<file path="src/rtl/rsd_adder.sv">
module rsd_adder #(
  parameter int N = 16
) (
  input  logic [N-1:0] a_pos,
  input  logic [N-1:0] a_neg,
  input  logic [N-1:0] b_pos,
  input  logic [N-1:0] b_neg,
  input  logic         sub,
  output logic [N:0]   sum_pos,
  output logic [N:0]   sum_neg
);

  localparam int XW = 2 * (N + 1);

  logic [N-1:0] bp_eff, bn_eff;
  logic [N-1:0] pair_neg;
  logic [XW-1:0] xf;

  assign bp_eff = sub ? b_neg : b_pos;
  assign bn_eff = sub ? b_pos : b_neg;

  assign xf[1:0] = 2'b00;

  for (genvar i = 0; i < N; i++) begin : g_slice
    logic [2:0] da, db, p;
    logic       low_neg;
    logic [1:0] t, w, tin;
    logic [2:0] s3;

    assign da = {2'b00, a_pos[i]} - {2'b00, a_neg[i]};
    assign db = {2'b00, bp_eff[i]} - {2'b00, bn_eff[i]};
    assign p  = da + db;
    assign pair_neg[i] = p[2];

    if (i == 0) begin : g_lsd
      assign low_neg = 1'b0;
    end else begin : g_upper
      assign low_neg = pair_neg[i-1];
    end

    always_comb begin
      case (p)
        3'b010:  begin t = 2'b01; w = 2'b00; end
        3'b110:  begin t = 2'b11; w = 2'b00; end
        3'b001:  begin
          if (low_neg) begin t = 2'b00; w = 2'b01; end
          else         begin t = 2'b01; w = 2'b11; end
        end
        3'b111:  begin
          if (low_neg) begin t = 2'b11; w = 2'b01; end
          else         begin t = 2'b00; w = 2'b11; end
        end
        default: begin t = 2'b00; w = 2'b00; end
      endcase
    end

    assign xf[2*(i+1) +: 2] = t;
    assign tin = xf[2*i +: 2];
    assign s3  = {w[1], w} + {tin[1], tin};

    assign sum_pos[i] = (s3 == 3'b001);
    assign sum_neg[i] = (s3 == 3'b111);

    always_comb begin

      no_overflow_chk: assert (s3 == 3'b000 || s3 == 3'b001 || s3 == 3'b111);

      slice_value_chk: assert (3'({t, 1'b0} + {w[1], w}) == p);

      xfer_sign_chk: assert (low_neg ? (tin != 2'b01) : (tin != 2'b11));
    end
  end

  assign sum_pos[N] = (xf[XW-2 +: 2] == 2'b01);
  assign sum_neg[N] = (xf[XW-2 +: 2] == 2'b11);

  always_comb begin

    code_chk: assert ((sum_pos & sum_neg) == '0);
  end

endmodule

</file>
<file path="config.mk">
export PLATFORM = sky130hd
export DESIGN_NAME = rsd_adder
export DESIGN_NICKNAME = d
export VERILOG_FILES = /design/src/rtl/rsd_adder.sv
export SDC_FILE = /design/constraint.sdc
export NUM_CORES = 1
export LEC_CHECK = 0
export BUFFER_PORTS_ARGS = -buffer_cell sky130_fd_sc_hd__buf_2
export CAP_MARGIN = 5
export CORE_MARGIN = 2
export CORE_UTILIZATION = 49
export DETAILED_ROUTE_END_ITERATION = 10
export GPL_TIMING_DRIVEN = 0
export PLACE_DENSITY = 0.84
export SETUP_SLACK_MARGIN = 0.5
export SYNTH_ARGS = -nofsm -noshare
export SYNTH_HDL_FRONTEND = slang
export SYNTH_SLANG_ARGS = --single-unit
export TNS_END_PERCENT = 20
</file>
<file path="constraint.sdc">
create_clock -name vclk -period 4.49
set_input_delay 0.449 -clock vclk [all_inputs]
set_output_delay 0.449 -clock vclk [all_outputs]
set_load 0.01 [all_outputs]
</file>
== Word level (Yosys, flattened, before mapping) ==
Cells that the tools add are included.

* Add/subtract/negate cells: 63
* Equal/unequal tests: 98
* Multiplexer cells: 79
* Reductions and logical operators: 17

{| class="wikitable"
|+ Operator list
! cell !! number
|-
| 3-bit == test, second input constant || 48
|-
| 2-bit case mux with 4 select lines || 15
|-
| 3-bit by 1-bit == test with 1-bit output, second input constant || 32
|-
| 2-bit by 2-bit adder with 3-bit output || 31
|-
| 2-bit two-way mux || 46
|-
| 1-bit by 1-bit subtractor with 2-bit output || 32
|-
| 3-bit by 2-bit == test with 1-bit output, second input constant || 16
|-
| 2-bit OR reduction || 17
|-
| 16-bit two-way mux || 2
|-
| 1-bit two-way mux || 15
|-
| 2-bit case mux with 2 select lines || 1
|-
| 2-bit by 1-bit == test with 1-bit output, second input constant || 1
|-
| 2-bit == test, second input constant || 1
|}

* Register bits after elaboration: 0
* Bits of input ports: 65
* Output and inout port bits: 34
* Word-level logic and storage cells: 257

== Longest topological paths before layout ==
Gate-level depths: netlist (run 1).

* Word-level depth: 8
* Gate-level depth with buffers: 16
* Depth with buffers taken out: 14

== Worst setup path before layout (run 1) ==
Ideal clock, no wire load.

* Kind: input-to-output
* Start: input port sub
* End: output port sum_pos[9]
* Arrival: 3277 ps
* Path slack: 764 ps
* Cell stages on the path: 13
* Path through: buf_6 > buf_6 > mux2_4 > ha_1 > inv_1 > ha_1 > inv_1 > fa_1 > xor2_1 > and2_1 > ha_1 > fa_1 > nor3b_1

* Word-level cells in the longest chain between the ends: 8
* Elaborated cells between the ends (all ways): 22

{| class="wikitable"
|+ Ends and longest elaborated chain
! element !! RTL line !! text
|-
| start, declared || 8 || <nowiki>input logic sub,</nowiki>
|-
| 16-bit two-way mux, on equally long branches || 19, 20 ||
|-
| 1-bit by 1-bit subtractor with 2-bit output || 31 || <nowiki>assign db = {2'b00, bp_eff[i]} - {2'b00, bn_eff[i]};</nowiki>
|-
| 2-bit by 2-bit adder with 3-bit output || 32 || <nowiki>assign p = da + db;</nowiki>
|-
| 3-bit == test / 3-bit by 1-bit == test with 1-bit output (equally long branches) || 42 || <nowiki>case (p)</nowiki>
|-
| 2-bit OR reduction (no line) || n/a ||
|-
| 2-bit two-way mux || n/a ||
|-
| 2-bit by 2-bit adder with 3-bit output (*) || 59 || <nowiki>assign s3 = {w[1], w} + {tin[1], tin};</nowiki>
|-
| 3-bit by 1-bit == test with 1-bit output (*) || 61 || <nowiki>assign sum_pos[i] = (s3 == 3'b001);</nowiki>
|-
| end, declared || 9 || <nowiki>output logic [N:0] sum_pos,</nowiki>
|}

Mark *: on every way between the ends. The rest lies on a longest branch, timed or not.

== Worst setup path in the final report (run 1) ==
* Start: input port sub
* End: output port sum_neg[7]

* Word-level cells in the longest chain between the ends: 8
* Elaborated cells between the ends (all ways): 22

{| class="wikitable"
|+ Ends and longest elaborated chain
! element !! RTL line !! text
|-
| 16-bit two-way mux, on equally long branches || 19, 20 ||
|-
| 1-bit by 1-bit subtractor with 2-bit output || 31 ||
|-
| 2-bit by 2-bit adder with 3-bit output || 32 ||
|-
| 3-bit == test / 3-bit by 1-bit == test with 1-bit output (equally long branches) || 42 ||
|-
| 2-bit OR reduction (no line) || n/a ||
|-
| 2-bit two-way mux || n/a ||
|-
| 2-bit by 2-bit adder with 3-bit output (*) || 59 ||
|-
| 3-bit == test (*) || 62 || <nowiki>assign sum_neg[i] = (s3 == 3'b111);</nowiki>
|-
| end, declared || 10 || <nowiki>output logic [N:0] sum_neg</nowiki>
|}

Marks and branches as above.

==> results of run 1 <==
==> power by group through the flow <==
stage | registers [µW] | clock network [µW] | logic (µW)
floorplan | 0 | 0 | 787
detailed placement | 0 | 0 | 1070
global route | 0 | 0 | 1270
global placement | 0 | 0 | 1020
CTS | 0 | 0 | 1090
finish | 0 | 0 | 1100
==> layer usage <==
layer	vias to the layer above	track usage [%]
met5	-	0
met2	52	36.3
met3	10	0.286
met4	0	2.98
met1	1348	21.2
li1	1495	-
==> final cells by class <==
cell class | instances | area share, %
Buffer | 9 | 2.27
Inverter | 94 | 8.79
Multi-Input combinational cell | 302 | 73.6
Tap cell | 80 | 2.49
Timing Repair Buffer | 99 | 12.9
==> timing repair <==
| action | CTS | global route |
|---|---|---|
| gates resized for setup | 1 | 17 |
| hold endpoints to repair | 0 | 0 |
| pin swaps | 0 | 3 |
| setup buffers | 0 | 1 |
| cloned | 0 | 1 |
| endpoints found under the setup margin | 2 | 19 |
| hold buffers | 0 | 0 |
==> cell families (layout without fill, tap and decap cells) <==
group,after synthesis,in the layout,synth area share (%)
XOR/XNOR,17,17,4.45
AND/OR/NAND/NOR,116,116,19.9
adder cells (fa/ha/maj),98,98,44.7
AO/OA/AOI/OAI,39,39,6.88
buffers and inverters,103,202,12.6
multiplexers,31,31,11.3
other,1,1,0.112
==> tightest hold or removal path, stage by stage <==
cell	delay (ns)
buf_2	0.08
ha_1	0.21
inv_1	0.05
ha_1	0.18
and2_1	0.13
buf_2	0.12
==> metrics by stage <==
| stage | cells | hold WS [ns] | cell area (µm²) |
|---|---|---|---|
| floorplan | 405 | 1.47 | 3340 |
| global placement | 582 | 1.63 | 3930 |
| detailed placement | 582 | 1.67 | 3930 |
| CTS | 582 | 1.67 | 3940 |
| global route | 584 | 1.74 | 4020 |
| finish | 584 | 1.66 | 4020 |
==> synthesized netlist by cell type (3+ instances only) <==
cell	count
fa_1	36
nand3_1	5
and2_1	16
clkbuf_2	3
a21boi_0	3
nand2b_1	8
xor2_1	13
a21oi_1	5
xnor2_1	4
inv_1	94
nor2_1	15
o21a_1	4
and3_1	11
buf_6	3
mux2i_1	16
mux2_4	13
nand2_1	24
o22ai_1	3
ha_1	62
and3b_1	13
nor2b_1	11
nor3b_1	11
o21ai_0	20
==> how the worst min path moves through the flow <==
stage | start | end | slack [ns] | cells past startpoint
final | a_neg[0] | sum_neg[0] | 1.66 | 6
after global routing | a_neg[0] | sum_neg[0] | 1.74 | 6
after CTS | a_neg[0] | sum_neg[0] | 1.67 | 6
after detailed placement | a_neg[0] | sum_neg[0] | 1.67 | 6
after global placement | a_neg[0] | sum_neg[0] | 1.63 | 6
after floorplan | a_neg[0] | sum_neg[0] | 1.47 | 4
==> impl_metrics.ini, run 1 <==
[run_status]
outcome = finished, final reports clean

[setup_path]
cp-endpoint = sum_neg[7]
slowest_delay_ns = 0.52
startpoint = sub
cpMostUsedCell = ha_1
critPathTopFamily = adder cells
cp.depth = 14
timing.critical_path.buf_inv = 5
endpoint_kind = output pin
critPathKind = input pin to output pin
crit_arrival_ns = 3.47
crit_chain = buf_6 -> buf_12 -> mux2_4 -> ha_1 -> inv_1 -> ha_1 -> fa_1 -> buf_2 -> xor2_1 -> and2_1 -> ha_1 -> fa_1 -> and3_1 -> buf_2
cp_data_required_time_ns = 4.04
cp-start-kind = input pin
slowest_stage = fa_1
path_max_fanout = 8

[drt]
vias = 2905
met1_length_um = 2860
first_pass_iters = 4
routed_wl_um = 6830
route.met3.wl_um = 135
antenna_left = 0
wire_per_inst_um = 11.7
dr.max_layer_used = met4
vias_per_cell = 4.97
drc = 0
wl_met2_um = 3730
drt-initial-drc-count = 51

[finish]
utilization_pct = 60.1
n_clock_buffer = 0
nets = 669
layout-drive-gt1-share_pct = 26.2
mostFrequentLayoutCell = buf_2
n_antenna_cell = 0
final-seq-area_um2 = 0
nFlopsAndLatches = 0
multiInputGateArea_um2 = 2950
final_cell_mix = buf_2, inv_1, ha_1
area_growth_pct = 20.1
nFillCells = 607

[timing]
setup_viol = 0
worst_slew_pin_slew_ns = 0.551
finalCritPeriodShare_pct = 87.2
maxSlewViolCount = 0
max_slew_margin_pct = 63.1
clock.fmax_mhz = 255
rsz0062_at_grt = true
hold_viol_final = 0
setup_ws_ns = 0.574
min_period_ns = 3.92
fin_tns_setup_ns = 0

[global_route]
grt_pass1_wl_um = 11500
grt_max_degree = 11
antenna_found_initial = 0
overflow = 0
grt_pass1_vias = 2873
grtUsageTotal_pct = 18.0

[power]
pwr-share-seq_pct = 0
internal-power_uw = 527
switching_share_pct = 52.3
comb_power_share_pct = 100.0
p_leak_uw = 0.00232
power_uw = 1100
powerDensity_nw_per_um2 = 275
p_switching_uw = 577
peakVddDrop_uv = 150
p_clk_share_pct = 0

[floorplanning]
die_area_um2 = 7500
coreArea_um2 = 6680
pin_count = 99
die_h_um = 86.6
initial_core_util_pct = 50.1
die_w_um = 86.6
fp-row-count = 30

[run]
maxCapViolCount = 0

[placed_design]
hpwl_um = 6050
port_buffers = 97
pre_cts_slack_ns = 0.476
place_congestion = 0.809

[logic_synthesis]
post_synth.cell_area_avg_um2 = 8.26
ys_warn_count = 0
synth.distinct_cells = 31
netlist_area_um2 = 3340
synth_area_leader_cell = ha_1
ys_seq_area_share_pct = 0
synth_nets = 568
yosysTopAreaCellShare_pct = 23.2
synth.top_cells.by_area = ha_1, fa_1, inv_1
synthCells = 405

[min_path]
hold_class = input pin to output pin
Power figures use the tool's default switching activity.
==> run 2, diff against run 1 <==
- CORE_UTILIZATION: 49 -> 45
- PLACE_DENSITY: 0.84 -> 0.79
- clock period: 4.49 -> 4.5 ns (I/O delays scaled with it)
==> impl_metrics.ini, run 2 (synthesized netlist as in run 1, its figures left out) <==
[drt]
wl_met2_um = 3380
vias_per_cell = 4.79
drc = 0
dr.max_layer_used = met4
drt-initial-drc-count = 51
wire_per_inst_um = 10.8
vias = 2878
met1_length_um = 2890
first_pass_iters = 5
antenna_left = 0
route.met3.wl_um = 139
routed_wl_um = 6470

[floorplanning]
fp-row-count = 31
coreArea_um2 = 7210
die_area_um2 = 8140
die_h_um = 90.2
die_w_um = 90.2
initial_core_util_pct = 46.4
pin_count = 99

[setup_path]
cp-start-kind = input pin
crit_arrival_ns = 3.49
cp-endpoint = sum_pos[7]
critPathKind = input pin to output pin
endpoint_kind = output pin
startpoint = sub
path_max_fanout = 10
cp_data_required_time_ns = 4.05

[timing]
rsz0062_at_grt = true
hold_viol_final = 0
finalCritPeriodShare_pct = 87.6
fin_tns_setup_ns = 0
clock.fmax_mhz = 254
maxSlewViolCount = 0
max_slew_margin_pct = 62.3
worst_slew_pin_slew_ns = 0.561
min_period_ns = 3.94
setup_viol = 0

[finish]
area_growth_pct = 19.6
nets = 667
n_clock_buffer = 0
final_cell_mix = buf_2, inv_1, ha_1
nFlopsAndLatches = 0
mostFrequentLayoutCell = buf_2
utilization_pct = 55.5
final-seq-area_um2 = 0
n_antenna_cell = 0
layout-drive-gt1-share_pct = 26.1

[clocking]
hold_buffers = 0

[global_route]
grt_pass1_vias = 2891
grt_pass1_wl_um = 11800
antenna_found_initial = 0
overflow = 0
grt_max_degree = 11
grtUsageTotal_pct = 16.2

[run_status]
outcome = finished, final reports clean

[power]
peakVddDrop_uv = 137
powerDensity_nw_per_um2 = 271
p_leak_uw = 0.00230

[placed_design]
hpwl_um = 5800
place_congestion = 0.800
port_buffers = 97

[run]
maxCapViolCount = 0

[min_path]
hold_class = input pin to output pin
==> run 2: repair_timing <==
action | in CTS | in global routing
gates resized for setup | 0 | 14
buffers inserted | 0 | 0
endpoints found under the setup margin | 0 | 17
endpoints found under the hold margin | 0 | 0
==> run 2: stage by stage <==
stage / worst slack [ns] / total power (µW) / instances / hold slack [ns] / instance area (µm²)
floorplan: 0.772 / 785 / 405 / 1.47 / 3340
global placement: 0.565 / 1020 / 601 / 1.63 / 3950
detailed placement: 0.531 / 1060 / 601 / 1.66 / 3950
CTS: 0.515 / 1070 / 601 / 1.66 / 3950
global route: 0.465 / 1250 / 601 / 1.74 / 4000
finish: 0.557 / 1090 / 601 / 1.65 / 4000
==> run 2: per-layer routing <==
metal | vias up | GRT usage, %
li1 | 1489 | -
met1 | 1337 | 20.4
met2 | 46 | 32.0
met3 | 6 | 0.0838
met4 | 0 | 1.67
met5 | - | 0
==> run 2: power by group <==
part | internal [µW] | switching [µW]
combinational | 519 | 567
clock | 0 | 0
sequential | 0 | 0
==> run 2: worst min-delay path by stage <==
stage	endpoint	from	cells past startpoint	slack [ns]
2_1_floorplan	sum_neg[0]	a_neg[0]	4	1.47
3_3_place_gp	sum_neg[0]	a_neg[0]	6	1.63
3_5_place_dp	sum_neg[0]	a_neg[0]	6	1.66
4_1_cts	sum_neg[0]	a_neg[0]	6	1.66
5_1_grt	sum_neg[0]	a_neg[0]	6	1.74
6_report	sum_neg[0]	a_neg[0]	6	1.65
==> run 2: final cells by class <==
class	count	area, µm²
tap	99	124
multi-input combinational	302	2950
timing repair buffer	97	485
fill	697	3210
buffer	9	85.1
inverter	94	353
==> run 2: critical path, stage by stage <==
cell,delay (ns)
buf_6,0.11
buf_12,0.16
mux2_4,0.31
ha_1,0.27
inv_1,0.04
ha_1,0.18
fa_1,0.36
clkbuf_2,0.18
xor2_1,0.19
and2_1,0.17
ha_1,0.21
fa_1,0.46
nor3b_1,0.24
buf_2,0.18
